==> config.mk <==
export PLATFORM = sky130hd
export DESIGN_NAME = esc_chain
export DESIGN_NICKNAME = d
export VERILOG_FILES = /design/src/rtl/esc_pkg.sv /design/src/rtl/esc_cell.sv /design/src/rtl/esc_sequencer.sv /design/src/rtl/esc_chain.sv
export SDC_FILE = /design/constraint.sdc
export NUM_CORES = 1
export LEC_CHECK = 0
export ABC_CLOCK_PERIOD_IN_PS = 1800
export CORE_ASPECT_RATIO = 1.25
export CORE_MARGIN = 3
export CORE_UTILIZATION = 32
export DETAILED_ROUTE_END_ITERATION = 7
export PLACE_DENSITY = 0.68
export SETUP_SLACK_MARGIN = 0.2
export SKIP_CTS_REPAIR_TIMING = 1
export SYNTH_ARGS = -nofsm -noshare
export SYNTH_HDL_FRONTEND = slang
export SYNTH_SLANG_ARGS = --single-unit
==> constraint.sdc <==
create_clock -name clk -period 1.8 [get_ports clk]
set_clock_uncertainty 0.2 [all_clocks]
set_input_delay 0.27 -clock clk [delete_from_list [all_inputs] [get_ports clk]]
set_output_delay 0.27 -clock clk [all_outputs]
set_load 0.005 [all_outputs]
==> src/rtl/esc_pkg.sv <==
package esc_pkg;
   typedef enum logic [2:0] {
      PH_IDLE   = 3'd0,
      PH_LOAD_A = 3'd1,
      PH_XFER   = 3'd2,
      PH_LOAD_B = 3'd3,
      PH_LAUNCH = 3'd4,
      PH_CAPT   = 3'd5,
      PH_UNLOAD = 3'd6,
      PH_DONE   = 3'd7
   } esc_phase_t;
endpackage

==> src/rtl/esc_cell.sv <==
// One scan cell plus its hold stage. The hold stage is edge-triggered and
// enabled, so the held value changes only on an update edge.
module esc_cell (
   input  logic clk,
   input  logic rst_n,
   input  logic shift,
   input  logic capture,
   input  logic update,
   input  logic si,
   input  logic d,
   output logic q,
   output logic h
);
   always_ff @(posedge clk or negedge rst_n) begin
      if (!rst_n) begin
         q <= 1'b0;
      end else if (shift) begin
         q <= si;
      end else if (capture) begin
         q <= d;
      end
   end

   always_ff @(posedge clk or negedge rst_n) begin
      if (!rst_n) begin
         h <= 1'b0;
      end else if (update) begin
         h <= q;
      end
   end
endmodule

==> src/rtl/esc_sequencer.sv <==
module esc_sequencer
   import esc_pkg::*;
#(
   parameter int CHAIN_LEN = 8
) (
   input  logic       clk,
   input  logic       rst_n,
   input  logic       start,
   output esc_phase_t phase,
   output logic       seq_shift,
   output logic       seq_update,
   output logic       seq_capture,
   output logic       busy,
   output logic       done
);
   localparam int CW = $clog2(CHAIN_LEN + 1);
   localparam logic [CW-1:0] LAST = CW'(CHAIN_LEN - 1);

   logic [CW-1:0] cnt;
   logic          last;

   assign last = (cnt == LAST);

   always_ff @(posedge clk or negedge rst_n) begin
      if (!rst_n) begin
         phase <= PH_IDLE;
         cnt   <= '0;
      end else begin
         unique case (phase)
            PH_IDLE: begin
               cnt <= '0;
               if (start) phase <= PH_LOAD_A;
            end
            PH_LOAD_A, PH_LOAD_B, PH_UNLOAD: begin
               if (last) begin
                  cnt   <= '0;
                  phase <= esc_phase_t'(phase + 3'd1);
               end else begin
                  cnt <= cnt + 1'b1;
               end
            end
            PH_DONE: phase <= PH_IDLE;
            default: phase <= esc_phase_t'(phase + 3'd1);
         endcase
      end
   end

   always_comb begin
      seq_shift   = (phase == PH_LOAD_A) || (phase == PH_LOAD_B) || (phase == PH_UNLOAD);
      seq_update  = (phase == PH_XFER) || (phase == PH_LAUNCH);
      seq_capture = (phase == PH_CAPT);
      busy        = (phase != PH_IDLE);
      done        = (phase == PH_DONE);
   end
endmodule

==> src/rtl/esc_chain.sv <==
module esc_chain
   import esc_pkg::*;
#(
   parameter int CHAIN_LEN = 8
) (
   input  logic                 clk,
   input  logic                 rst_n,
   input  logic                 start,
   input  logic                 scan_in,
   input  logic                 scan_en,
   input  logic                 hold_upd,
   input  logic                 cap_en,
   input  logic [CHAIN_LEN-1:0] func_d,
   output logic [CHAIN_LEN-1:0] ppi,
   output logic                 scan_out,
   output logic [2:0]           seq_state,
   output logic                 done
);
   generate
      if (CHAIN_LEN < 2) begin : g_bad_len
         $error("esc_chain: CHAIN_LEN must be at least 2");
      end
   endgenerate

   esc_phase_t           phase;
   logic                 seq_shift, seq_update, seq_capture, busy;
   logic                 shift_en, upd_en, cap_sel;
   logic [CHAIN_LEN-1:0] chain_q;

   esc_sequencer #(.CHAIN_LEN(CHAIN_LEN)) u_seq (
      .clk         (clk),
      .rst_n       (rst_n),
      .start       (start),
      .phase       (phase),
      .seq_shift   (seq_shift),
      .seq_update  (seq_update),
      .seq_capture (seq_capture),
      .busy        (busy),
      .done        (done)
   );

   // While the sequencer is busy, it alone controls the chain.
   always_comb begin
      if (busy) begin
         shift_en = seq_shift;
         upd_en   = seq_update;
         cap_sel  = seq_capture;
      end else begin
         shift_en = scan_en;
         upd_en   = hold_upd;
         cap_sel  = cap_en & ~scan_en;
      end
   end

   generate
      for (genvar i = 0; i < CHAIN_LEN; i++) begin : g_cell
         logic si_w;
         if (i == 0) begin : g_head
            assign si_w = scan_in;
         end else begin : g_body
            assign si_w = chain_q[i-1];
         end
         esc_cell u_cell (
            .clk     (clk),
            .rst_n   (rst_n),
            .shift   (shift_en),
            .capture (cap_sel),
            .update  (upd_en),
            .si      (si_w),
            .d       (func_d[i]),
            .q       (chain_q[i]),
            .h       (ppi[i])
         );
      end
   endgenerate

   assign scan_out  = chain_q[CHAIN_LEN-1];
   assign seq_state = phase;
endmodule

==> metrics.md, run 1 <==
| Metric | Value |
|---|---|
| Fin crit period | 1.91 ns |
| Layout cells sized above 1 | a little over two fifths |
| Clock sinks | 23 |
| Post-synth net total | 133 |
| Seq. cell area | 579 µm² |
| Max Slew Vio Count | 0 |
| Required @ worst endpoint | 1.75 ns |
| Synthesized area per cell | 11.2 µm² |
| Total number of vias | 987 |
| I/O Buffers | 27 |
| Setup crit start kind | flip-flop |
| Gr usage total | 12.2% |
| YS warnings | 0 |
| Syn Std Cell Area | ~1200 µm² |
| Final number of setup-violating endpoints | 20 |
| Post-synth top area cell | dfrtp_1 |
| Total Wirelength | 2780 µm |
| Pleak | 0.00106 µW |
| CTS buffer count | 3 |
| Die height | about 76 µm |
| Vias/cell | 4.91 |
| Synth top cells by count | 23 x dfrtp_1, 11 x nand2_1, 10 x mux2i_1, 9 x buf_4, 9 x o21ai_1 |
| Area Overhead vs Synth | 61.7% |
| Async SR Flop Fraction | 100% |
| Status | finished with violations |
| FF-to-FF setup slack | -0.11 ns |
| Crit. End Element | flip-flop |
| Hold Vio Cnt, Final | 0 |
| Sequential element share of the synthesized area | a little under half |
| Antenna viol nets, final | 0 |
| DP HPWL | ~2000 µm |
| R2R Path End | u_seq.phase[1]$_DFFE_PN0P_ |
| EDFF count, synth | 0 |
| Wire length per cell | 13.8 µm |
| Unique cell type count in the Yosys netlist | 28 |
| Final WS setup | -0.106 ns |
| Area taken by multi-input logic gates | 751 µm² |
| CTS root buffer | clkbuf_8 |
| # diodes | 0 |
| Count leader, synth | dfrtp_1 |
| DR DRC count | 0 |
| Final worst path period share | 106% |
| # H-tree levels | 1 |
| Fin nets | 185 |
| Iter 0 DRT Violations | 18 |
| Synth Register Bits | 23 |
| Worst-case reg-to-reg path depth | 5 |
| Core ar. | ~3600 µm² |
| Hold WS | 0.172 ns |
| Vias in the first global route | approximately 1,000 |
| Clk_lat worst skew | 0.26 ns |
| Global placer's final weighted congestion | about 0.8 |
| First drt pass iteration count | 4 |
| Top FF cell, synth | dfrtp_1 |
| Hold/Removal Path Class | primary input to async pin |
| DP Worst Slack | -0.133 ns |
| # rows | 24 |
| Final Non-Filler Cells | about 200 |
| Total I/O pin count | 28 |
| Initial antenna violation count | 0 |
| Achievable frequency | 0.525 GHz |
| Placed cells | between 150 and 200 |
| Power Dens Cells | 1960 nW/µm² |
| Relative slew margins | 79.3% |
| Setup crit start | u_seq.phase[0]$_DFFE_PN0P_ |
| Final Power | 3920 µW |
| Reg clk slew, reported paths | 0.08 ns |
| Fillcell total | 322 |
| Largest net degree at the start of global routing | 24 |
| Worst Path Class, Setup | flip-flop to flip-flop |
| Worst Path Arrival | 1.86 ns |
| Die area | 4660 µm² |
| Synth Instances | 111 |
| First-pass GRT wire length | about 4200 µm |
| Top-area cell type share of the netlist area | 46.5% |
| Crit path max fanout | 5 |
| Chip width | 61.7 µm |
| Max Cap Viol | 0 |
| Top post-synthesis cells by area | dfrtp_1 46%, mux2i_1 8.1%, mux2_2 7.3%, ha_1 7.1%, buf_4 5.5% |
| CTS Buffer Depth | 2 |
| Setup TNS | -0.710 ns |
| Failing checks | negative setup slack |
| Reg2Reg Launch Point | u_seq.phase[0]$_DFFE_PN0P_ |
| Grt total ovfl | 0 |
| Initial Util | 34.4% |
| Unrepaired setup endpoints after global routing | yes |
| CTS tree | built |
| Worst slew pin tran | 0.310 ns |
| Maximum VDD drop | 1.05 mV |
==> area by class of cell <==
type / instances / share of cell area [%]
multi-input cells: 74 / 37.5
flip-flops and latches: 23 / 28.9
repair buffers: 56 / 27.7
well taps: 39 / 2.44
clock buffers: 3 / 2.06
inverters: 5 / 1.19
clock inverters: 1 / 0.250
==> cells by family after synthesis <==
kind of cell    synth area share (%)
simple gates                    10.4
compound gates                  12.8
flops                           46.5
mux                             16.3
buf+inv                         6.97
fa+ha+maj                       7.07
==> worst max-delay path, stage by stage, from the launching register on <==
cell and delay (ns):
dfrtp_2 0.45, ha_4 0.18, or3_4 0.37, o211ai_2 0.08, o21a_1 0.20, mux2_4 0.31
==> layout by cell type (no fill, tap or decap), drive strengths merged <==
cell type | synthesis | final
clkdlybuf4s50 | 0 | 14
clkbuf | 0 | 4
or3 | 1 | 1
o31ai | 1 | 1
o21a | 1 | 1
o211ai | 1 | 1
mux2 | 9 | 9
o21ai | 14 | 14
a31oi | 1 | 1
a21oi | 3 | 3
clkinv | 0 | 1
nor3 | 1 | 1
nand2b | 1 | 1
nand3 | 5 | 5
and2 | 1 | 1
inv | 5 | 5
or4 | 1 | 1
a21o | 1 | 1
dlymetal6s2s | 0 | 12
a2bb2oi | 1 | 1
dfrtp | 23 | 23
buf | 9 | 29
nor2b | 2 | 2
nor3b | 1 | 1
mux2i | 10 | 10
ha | 7 | 7
nand2 | 12 | 12
==> worst max path at each step <==
stage                                endpoint  slack (ns)  depth (start not counted)
2_1_floorplan      u_seq.phase[1]$_DFFE_PN0P_        -0.1                          5
3_3_place_gp       u_seq.phase[1]$_DFFE_PN0P_       -0.08                          5
3_5_place_dp   g_cell[1].u_cell.q$_DFFE_PN0P_       -0.13                          6
4_1_cts                                  done       -0.31                          4
5_1_grt            u_seq.phase[1]$_DFFE_PN0P_       -0.17                          6
6_report           u_seq.phase[1]$_DFFE_PN0P_       -0.11                          5
==> registers in the layout, summed over array words and instances (netlist names) <==
name / cells
u_seq.phase: 3
u_seq.cnt: 4
g_cell.u_cell.h: 8
g_cell.u_cell.q: 8
==> metal layers <==
metal	up-vias	share of wire (%)	GRT usage (%)
met5	-	0	0
met4	0	1.1	4.48
met3	4	4.9	2.37
met2	27	54	22.6
met1	473	40	13.5
li1	483	-	-
==> stage by stage <==
step / area, µm² / util, %
4_1_cts: 1800 / 49.9
5_1_grt: 2000 / 55.6
2_1_floorplan: 1360 / -
3_5_place_dp: 1750 / 48.6
3_3_place_gp: 1750 / 48.6
6_report: 2000 / 55.6
==> power breakdown <==
group / total, µW / switching (µW) / internal, µW
sequential: 971 / 198 / 773
clock: 325 / 171 / 155
combinational: 2630 / 1050 / 1570
No activity file was read; power rests on OpenSTA's default activity.
==> run 2: changes to the inputs <==
--- a/config.mk
+++ b/config.mk
@@ -7,9 +7,10 @@
 export LEC_CHECK = 0
 export ABC_CLOCK_PERIOD_IN_PS = 1800
 export CORE_ASPECT_RATIO = 1.25
-export CORE_MARGIN = 3
+export CORE_MARGIN = 2
 export CORE_UTILIZATION = 32
 export DETAILED_ROUTE_END_ITERATION = 7
+export GPL_ROUTABILITY_DRIVEN = 0
 export PLACE_DENSITY = 0.68
 export SETUP_SLACK_MARGIN = 0.2
 export SKIP_CTS_REPAIR_TIMING = 1
==> run 2 against run 1 <==
  * The run still ends with negative setup slack left
  * Clock power is 4% lower
  * Global-route usage up 0.57 points
  * Power grew 3.5%
  * Combinational power increased by 6%
  * Routed wire length increased by 5.1%
  * Die area down 5.8%
  * Via count up 2.3%
  * Flip-flop and latch count is the same
  * First-iteration DRC count up 22%
  * Fmax shrank 1.4%
  * Critical endpoint unchanged
  * Largest cell class unchanged
==> metrics.md, run 2 (synthesis results as in run 1) <==
| Metric | Value |
|---|---|
| Total I/O pin count | 28 |
| I/O Buffers | 27 |
| Largest net degree at the start of global routing | 24 |
| CTS tree | built |
| CTS root buffer | clkbuf_8 |
| Unrepaired setup endpoints after global routing | yes |
| Total number of vias | 1,010 |
| CTS Buffer Depth | 2 |
| Layout cells sized above 1 | roughly 42% |
| Required @ worst endpoint | 1.75 ns |
| Clk_lat worst skew | between 0.2 and 0.3 ns |
| Setup crit start kind | flip-flop |
| Chip width | 59.7 µm |
| Initial Util | 33.0% |
| Initial antenna violation count | 0 |
| Achievable frequency | 0.517 GHz |
| Finished Cell Area | ~2000 µm² |
| Fin nets | approximately 180 |
| Die height | roughly 74 µm |
| CTS buffer count | 3 |
| Wire length per cell | 14.5 µm |
| Fin crit period | ~1.9 ns |
| Failing checks | negative setup slack |
| Final worst path period share | 107% |
| Vias/cell | 5.02 |
| Crit. End Element | flip-flop |
| Max Slew Vio Count | 0 |
| Worst slew pin tran | 0.314 ns |
| Core ar. | approximately 3800 µm² |
| Grt total ovfl | 0 |
| Pleak | 0.00105 µW |
| # rows | 25 |
| DP Worst Slack | -0.0939 ns |
| Vias in the first global route | 990 |
| Maximum VDD drop | 0.982 mV |
| Final number of setup-violating endpoints | 22 |
| First drt pass iteration count | 4 |
| Setup TNS | -1.21 ns |
| Core Util, Final | 53.7% |
| Crit path max fanout | 2 |
| Hold/Removal Path Class | primary input to async pin |
| Die area | approximately 4400 µm² |
| DP HPWL | 1940 µm |
| First-pass GRT wire length | around 4400 µm |
| Hold Vio Cnt, Final | 0 |
| Iter 0 DRT Violations | 22 |
| Fillcell total | 332 |
| Total Wirelength | slightly below 3000 µm |
| DR DRC count | 0 |
| # H-tree levels | 1 |
| Final Power | 4060 µW |
| Reg clk slew, reported paths | 0.08 ns |
| # diodes | 0 |
| Max Cap Viol | 0 |
| Antenna viol nets, final | 0 |
| Worst Path Arrival | 1.88 ns |
| Clock sinks | 23 |
| Status | finished with violations |
| Worst Path Class, Setup | flip-flop to flip-flop |
| Most frequent cells in the layout | 20 x dfrtp_1, 20 x buf_4, 15 x clkdlybuf4s50_1 |
| Relative slew margins | 79.1% |
| Final WS setup | -0.133 ns |
| Gr usage total | 12.8% |
| Power Dens Cells | 2010 nW/µm² |
| Dpl cell area | around 1800 µm² |
| Area Overhead vs Synth | 62.8% |
| Regs by FF count | g_cell.u_cell.h: 8 flops, g_cell.u_cell.q: 8 flops, u_seq.cnt: 4 flops |
## run 2: path summary, 6_finish.rpt
path                                                startpoint                             end  slack, ns  cells past startpoint
worst max-delay path                u_seq.phase[1]$_DFFE_PN0P_      u_seq.phase[1]$_DFFE_PN0P_      -0.13                      6
worst min-delay path                                     rst_n  g_cell[1].u_cell.q$_DFFE_PN0P_       0.17                      2
worst max register to register      u_seq.phase[1]$_DFFE_PN0P_      u_seq.phase[1]$_DFFE_PN0P_      -0.13                      6
worst min register to register  g_cell[1].u_cell.h$_DFFE_PN0P_  g_cell[1].u_cell.h$_DFFE_PN0P_       0.31                      1
max in group asynchronous                                rst_n      u_seq.phase[1]$_DFFE_PN0P_       0.97                      2
min in group clk                g_cell[1].u_cell.h$_DFFE_PN0P_  g_cell[1].u_cell.h$_DFFE_PN0P_       0.31                      1
## run 2: power by group
group	switching, µW	internal (µW)	total (µW)
clock	159	154	313
combinational	1120	1670	2790
sequential	183	773	956
## run 2: area by class of cell
class                      count  area [µm²]  share of cell area (%)
multi-input combinational     74         744                    36.9
sequential                    23         579                    28.7
clock buffer                   3        41.3                    2.05
tap                           40        50.0                    2.48
inverter                       5        23.8                    1.18
clock inverter                 1        5.00                   0.248
timing repair buffer          55         573                    28.4
## run 2: worst max-delay path: stages, from the launching register on
cell      delay [ns]
dfrtp_2         0.41
buf_4           0.14
ha_4            0.15
or3_4           0.33
o211ai_2        0.08
o21a_1          0.20
mux2_4          0.30
## run 2: per-stage QoR
step	std cells	hold WS (ns)
5_1_grt	201	0.178
3_3_place_gp	183	0.292
2_1_floorplan	111	-0.226
6_report	201	0.169
4_1_cts	187	0.173
3_5_place_dp	183	0.298
## run 2: routing by layer
metal	GRT usage [%]	part of all wire [%]	up-vias
li1	-	-	482
met1	15.1	43	500
met2	23.6	52	26
met3	2.11	4.3	2
met4	2.96	0.41	0
met5	0	0	-
==> run 3: changes to the inputs <==
--- a/config.mk
+++ b/config.mk
@@ -13,7 +13,6 @@
 export GPL_ROUTABILITY_DRIVEN = 0
 export PLACE_DENSITY = 0.68
 export SETUP_SLACK_MARGIN = 0.2
-export SKIP_CTS_REPAIR_TIMING = 1
 export SYNTH_ARGS = -nofsm -noshare
 export SYNTH_HDL_FRONTEND = slang
 export SYNTH_SLANG_ARGS = --single-unit
==> constraint.sdc (replaced) <==
create_clock -name clk -period 1.8 [get_ports clk]
set_clock_uncertainty 0.2 [all_clocks]
set_input_delay 0.36 -clock clk [delete_from_list [all_inputs] [get_ports clk]]
set_output_delay 0.36 -clock clk [all_outputs]
set_load 0.005 [all_outputs]
==> run 3 against run 2 <==
  * The flow still finishes with violations (negative setup slack)
  * Global-route usage up 1.7 points
  * Routed wire length is 2.3% higher
  * Power increased by 1.6%
  * Fmax fell by 1.5%
  * Critical path type unchanged
  * Critical endpoint unchanged
  * Largest cell class unchanged
==> metrics.md, run 3 (synthesis results as in run 1) <==
| Metric | Value |
|---|---|
| # diodes | 0 |
| Wire length per cell | 14.6 µm |
| Most common cell after layout, fill and taps aside | dfrtp_1 |
| Grt total ovfl | 0 |
| Critical path buffers and inverters | 1 |
| CTS root buffer | clkbuf_8 |
| Failing checks | negative setup slack |
| Unrepaired setup endpoints after global routing | yes |
| Worst slew pin tran | around 0.3 ns |
| Crit path max-delay family | flip-flops |
| Final worst path period share | 109% |
| First drt pass iteration count | 2 |
| # H-tree levels | 1 |
| Largest net degree at the start of global routing | 24 |
| Gr usage total | roughly 15% |
| Critical path depth | 6 |
| Initial Util | between 30% and 40% |
| Setup crit start | u_seq.phase[0]$_DFFE_PN0P_ |
| Placed cells | 184 |
| Initial antenna violation count | 0 |
| Fin crit period | 1.96 ns |
| Crit. End Element | flip-flop |
| Pleak | 0.000969 µW |
| Crit path max fanout | 3 |
| Clock sinks | 23 |
| Fin nets | 187 |
| CP cell instances | buf_6 > ha_4 > or3_4 > o211ai_2 > o21a_1 > mux2_4 |
| Relative slew margins | around four fifths |
| Critical Path End | u_seq.phase[1]$_DFFE_PN0P_ |
| Area Overhead vs Synth | 62.9% |
| Crit-path max cell delay | 0.44 ns |
| Vias/cell | 4.94 |
| Vias in the first global route | 1,050 |
| Worst-case reg-to-reg path depth | 6 |
| Regs by FF count | g_cell.u_cell.h: 8 flops, g_cell.u_cell.q: 8 flops, u_seq.cnt: 4 flops |
| Layout cells sized above 1 | 47.0% |
| CTS Buffer Depth | 2 |
| DP HPWL | 2010 µm |
| Core ar. | 3750 µm² |
| Hold Vio Cnt, Final | 0 |
| Final number of setup-violating endpoints | 22 |
| Worst Path Class, Setup | flip-flop to flip-flop |
| Hold/Removal Path Class | primary input to async pin |
| I/O Buffers | 27 |
| Worst Path Arrival | ~1.9 ns |
| Fillcell total | 331 |
| Max Slew Vio Count | 0 |
| Power Dens Cells | 2040 nW/µm² |
| Max Cap Viol | 0 |
| Iter 0 DRT Violations | 27 |
| Chip width | 59.7 µm |
| Most frequent cells in the layout | 20 x dfrtp_1, 18 x buf_4, 14 x clkdlybuf4s50_1 |
| Die area | 4390 µm² |
| # rows | 25 |
| Reg clk slew, reported paths | 0.09 ns |
| Antenna viol nets, final | 0 |
| Required @ worst endpoint | about 1.8 ns |
| CTS tree | built |
| Clk_lat worst skew | 0.26 ns |
| FF-to-FF setup slack | -0.16 ns |
| Final Non-Filler Cells | 204 |
| Final WS setup | -0.163 ns |
| Setup TNS | -1.70 ns |
| Total number of vias | 1,008 |
| Critical-path top delay cell | dfrtp_2 |
| Total I/O pin count | 28 |
| Achievable frequency | ~0.5 GHz |
| DR DRC count | 0 |
| Total Wirelength | 2990 µm |
| R2R Path End | u_seq.phase[1]$_DFFE_PN0P_ |
| Reg2Reg Launch Point | u_seq.phase[0]$_DFFE_PN0P_ |
| First-pass GRT wire length | slightly below 5000 µm |
| Die height | around 74 µm |
| Setup crit start kind | flip-flop |
| CTS buffer count | 3 |
| Maximum VDD drop | 1.27 mV |
| Final Power | 4120 µW |
| Status | finished with violations |
## run 3: cell types whose count changed in the layout (fill, tap and decap cells not counted), sizes merged
cell / change
clkbuf: -1
dlymetal6s2s: -11
dlygate4sd2: +9
buf: +7
clkdlybuf4s50: -1
## run 3: layer usage
layer | vias up | part of all wire [%] | track usage (%)
met5 | - | 0 | 0
met4 | 0 | 1.5 | 4.94
met2 | 28 | 55 | 26.2
li1 | 488 | - | -
met3 | 6 | 4.6 | 2.29
met1 | 486 | 39 | 17.1
## run 3: layout make-up
cell class	count	area, µm²	area share [%]
Clock buffer	3	41.3	2.05
Inverter	5	23.8	1.18
Sequential cell	23	579	28.7
Clock inverter	1	5.00	0.248
Tap cell	40	50.0	2.48
Multi-Input combinational cell	74	759	37.6
Timing Repair Buffer	58	559	27.7
## run 3: worst min path at each step
stage / from / endpoint / slack [ns] / cells after the start
6_report: rst_n / g_cell[1].u_cell.h$_DFFE_PN0P_ / 0.25 / 2
3_5_place_dp: g_cell[5].u_cell.h$_DFFE_PN0P_ / g_cell[5].u_cell.h$_DFFE_PN0P_ / 0.29 / 1
5_1_grt: rst_n / g_cell[1].u_cell.h$_DFFE_PN0P_ / 0.28 / 2
4_1_cts: rst_n / g_cell[1].u_cell.h$_DFFE_PN0P_ / 0.26 / 2
3_3_place_gp: g_cell[0].u_cell.q$_DFFE_PN0P_ / g_cell[1].u_cell.q$_DFFE_PN0P_ / 0.29 / 2
2_1_floorplan: rst_n / g_cell[0].u_cell.h$_DFFE_PN0P_ / -0.14 / 0
## run 3: per-stage QoR
stage | cell area [µm²] | util [%] | setup slack, ns | hold slack [ns]
after floorplan | 1360 | - | -0.0971 | -0.136
after global placement | 1760 | 46.8 | -0.0631 | 0.293
after detailed placement | 1760 | 46.8 | -0.111 | 0.291
after CTS | 1970 | 52.4 | -0.138 | 0.262
after global routing | 2020 | 53.8 | -0.207 | 0.278
final | 2020 | 53.8 | -0.163 | 0.250
## run 3: timing repair
| item | 4_1_cts | 5_1_grt |
|---|---|---|
| hold buffers | 0 | 0 |
| pin swaps | 5 | 3 |
| buffers inserted | 14 | 2 |
| endpoints found under the setup margin | 36 | 26 |
| gates cloned | 0 | 0 |
| resized for setup | 41 | 10 |
## run 3: where the power goes
part           switching, µW  internal [µW]  leakage (µW)
clock network            175            155     0.0000255
logic                   1160           1670      0.000658
registers                191            772      0.000286
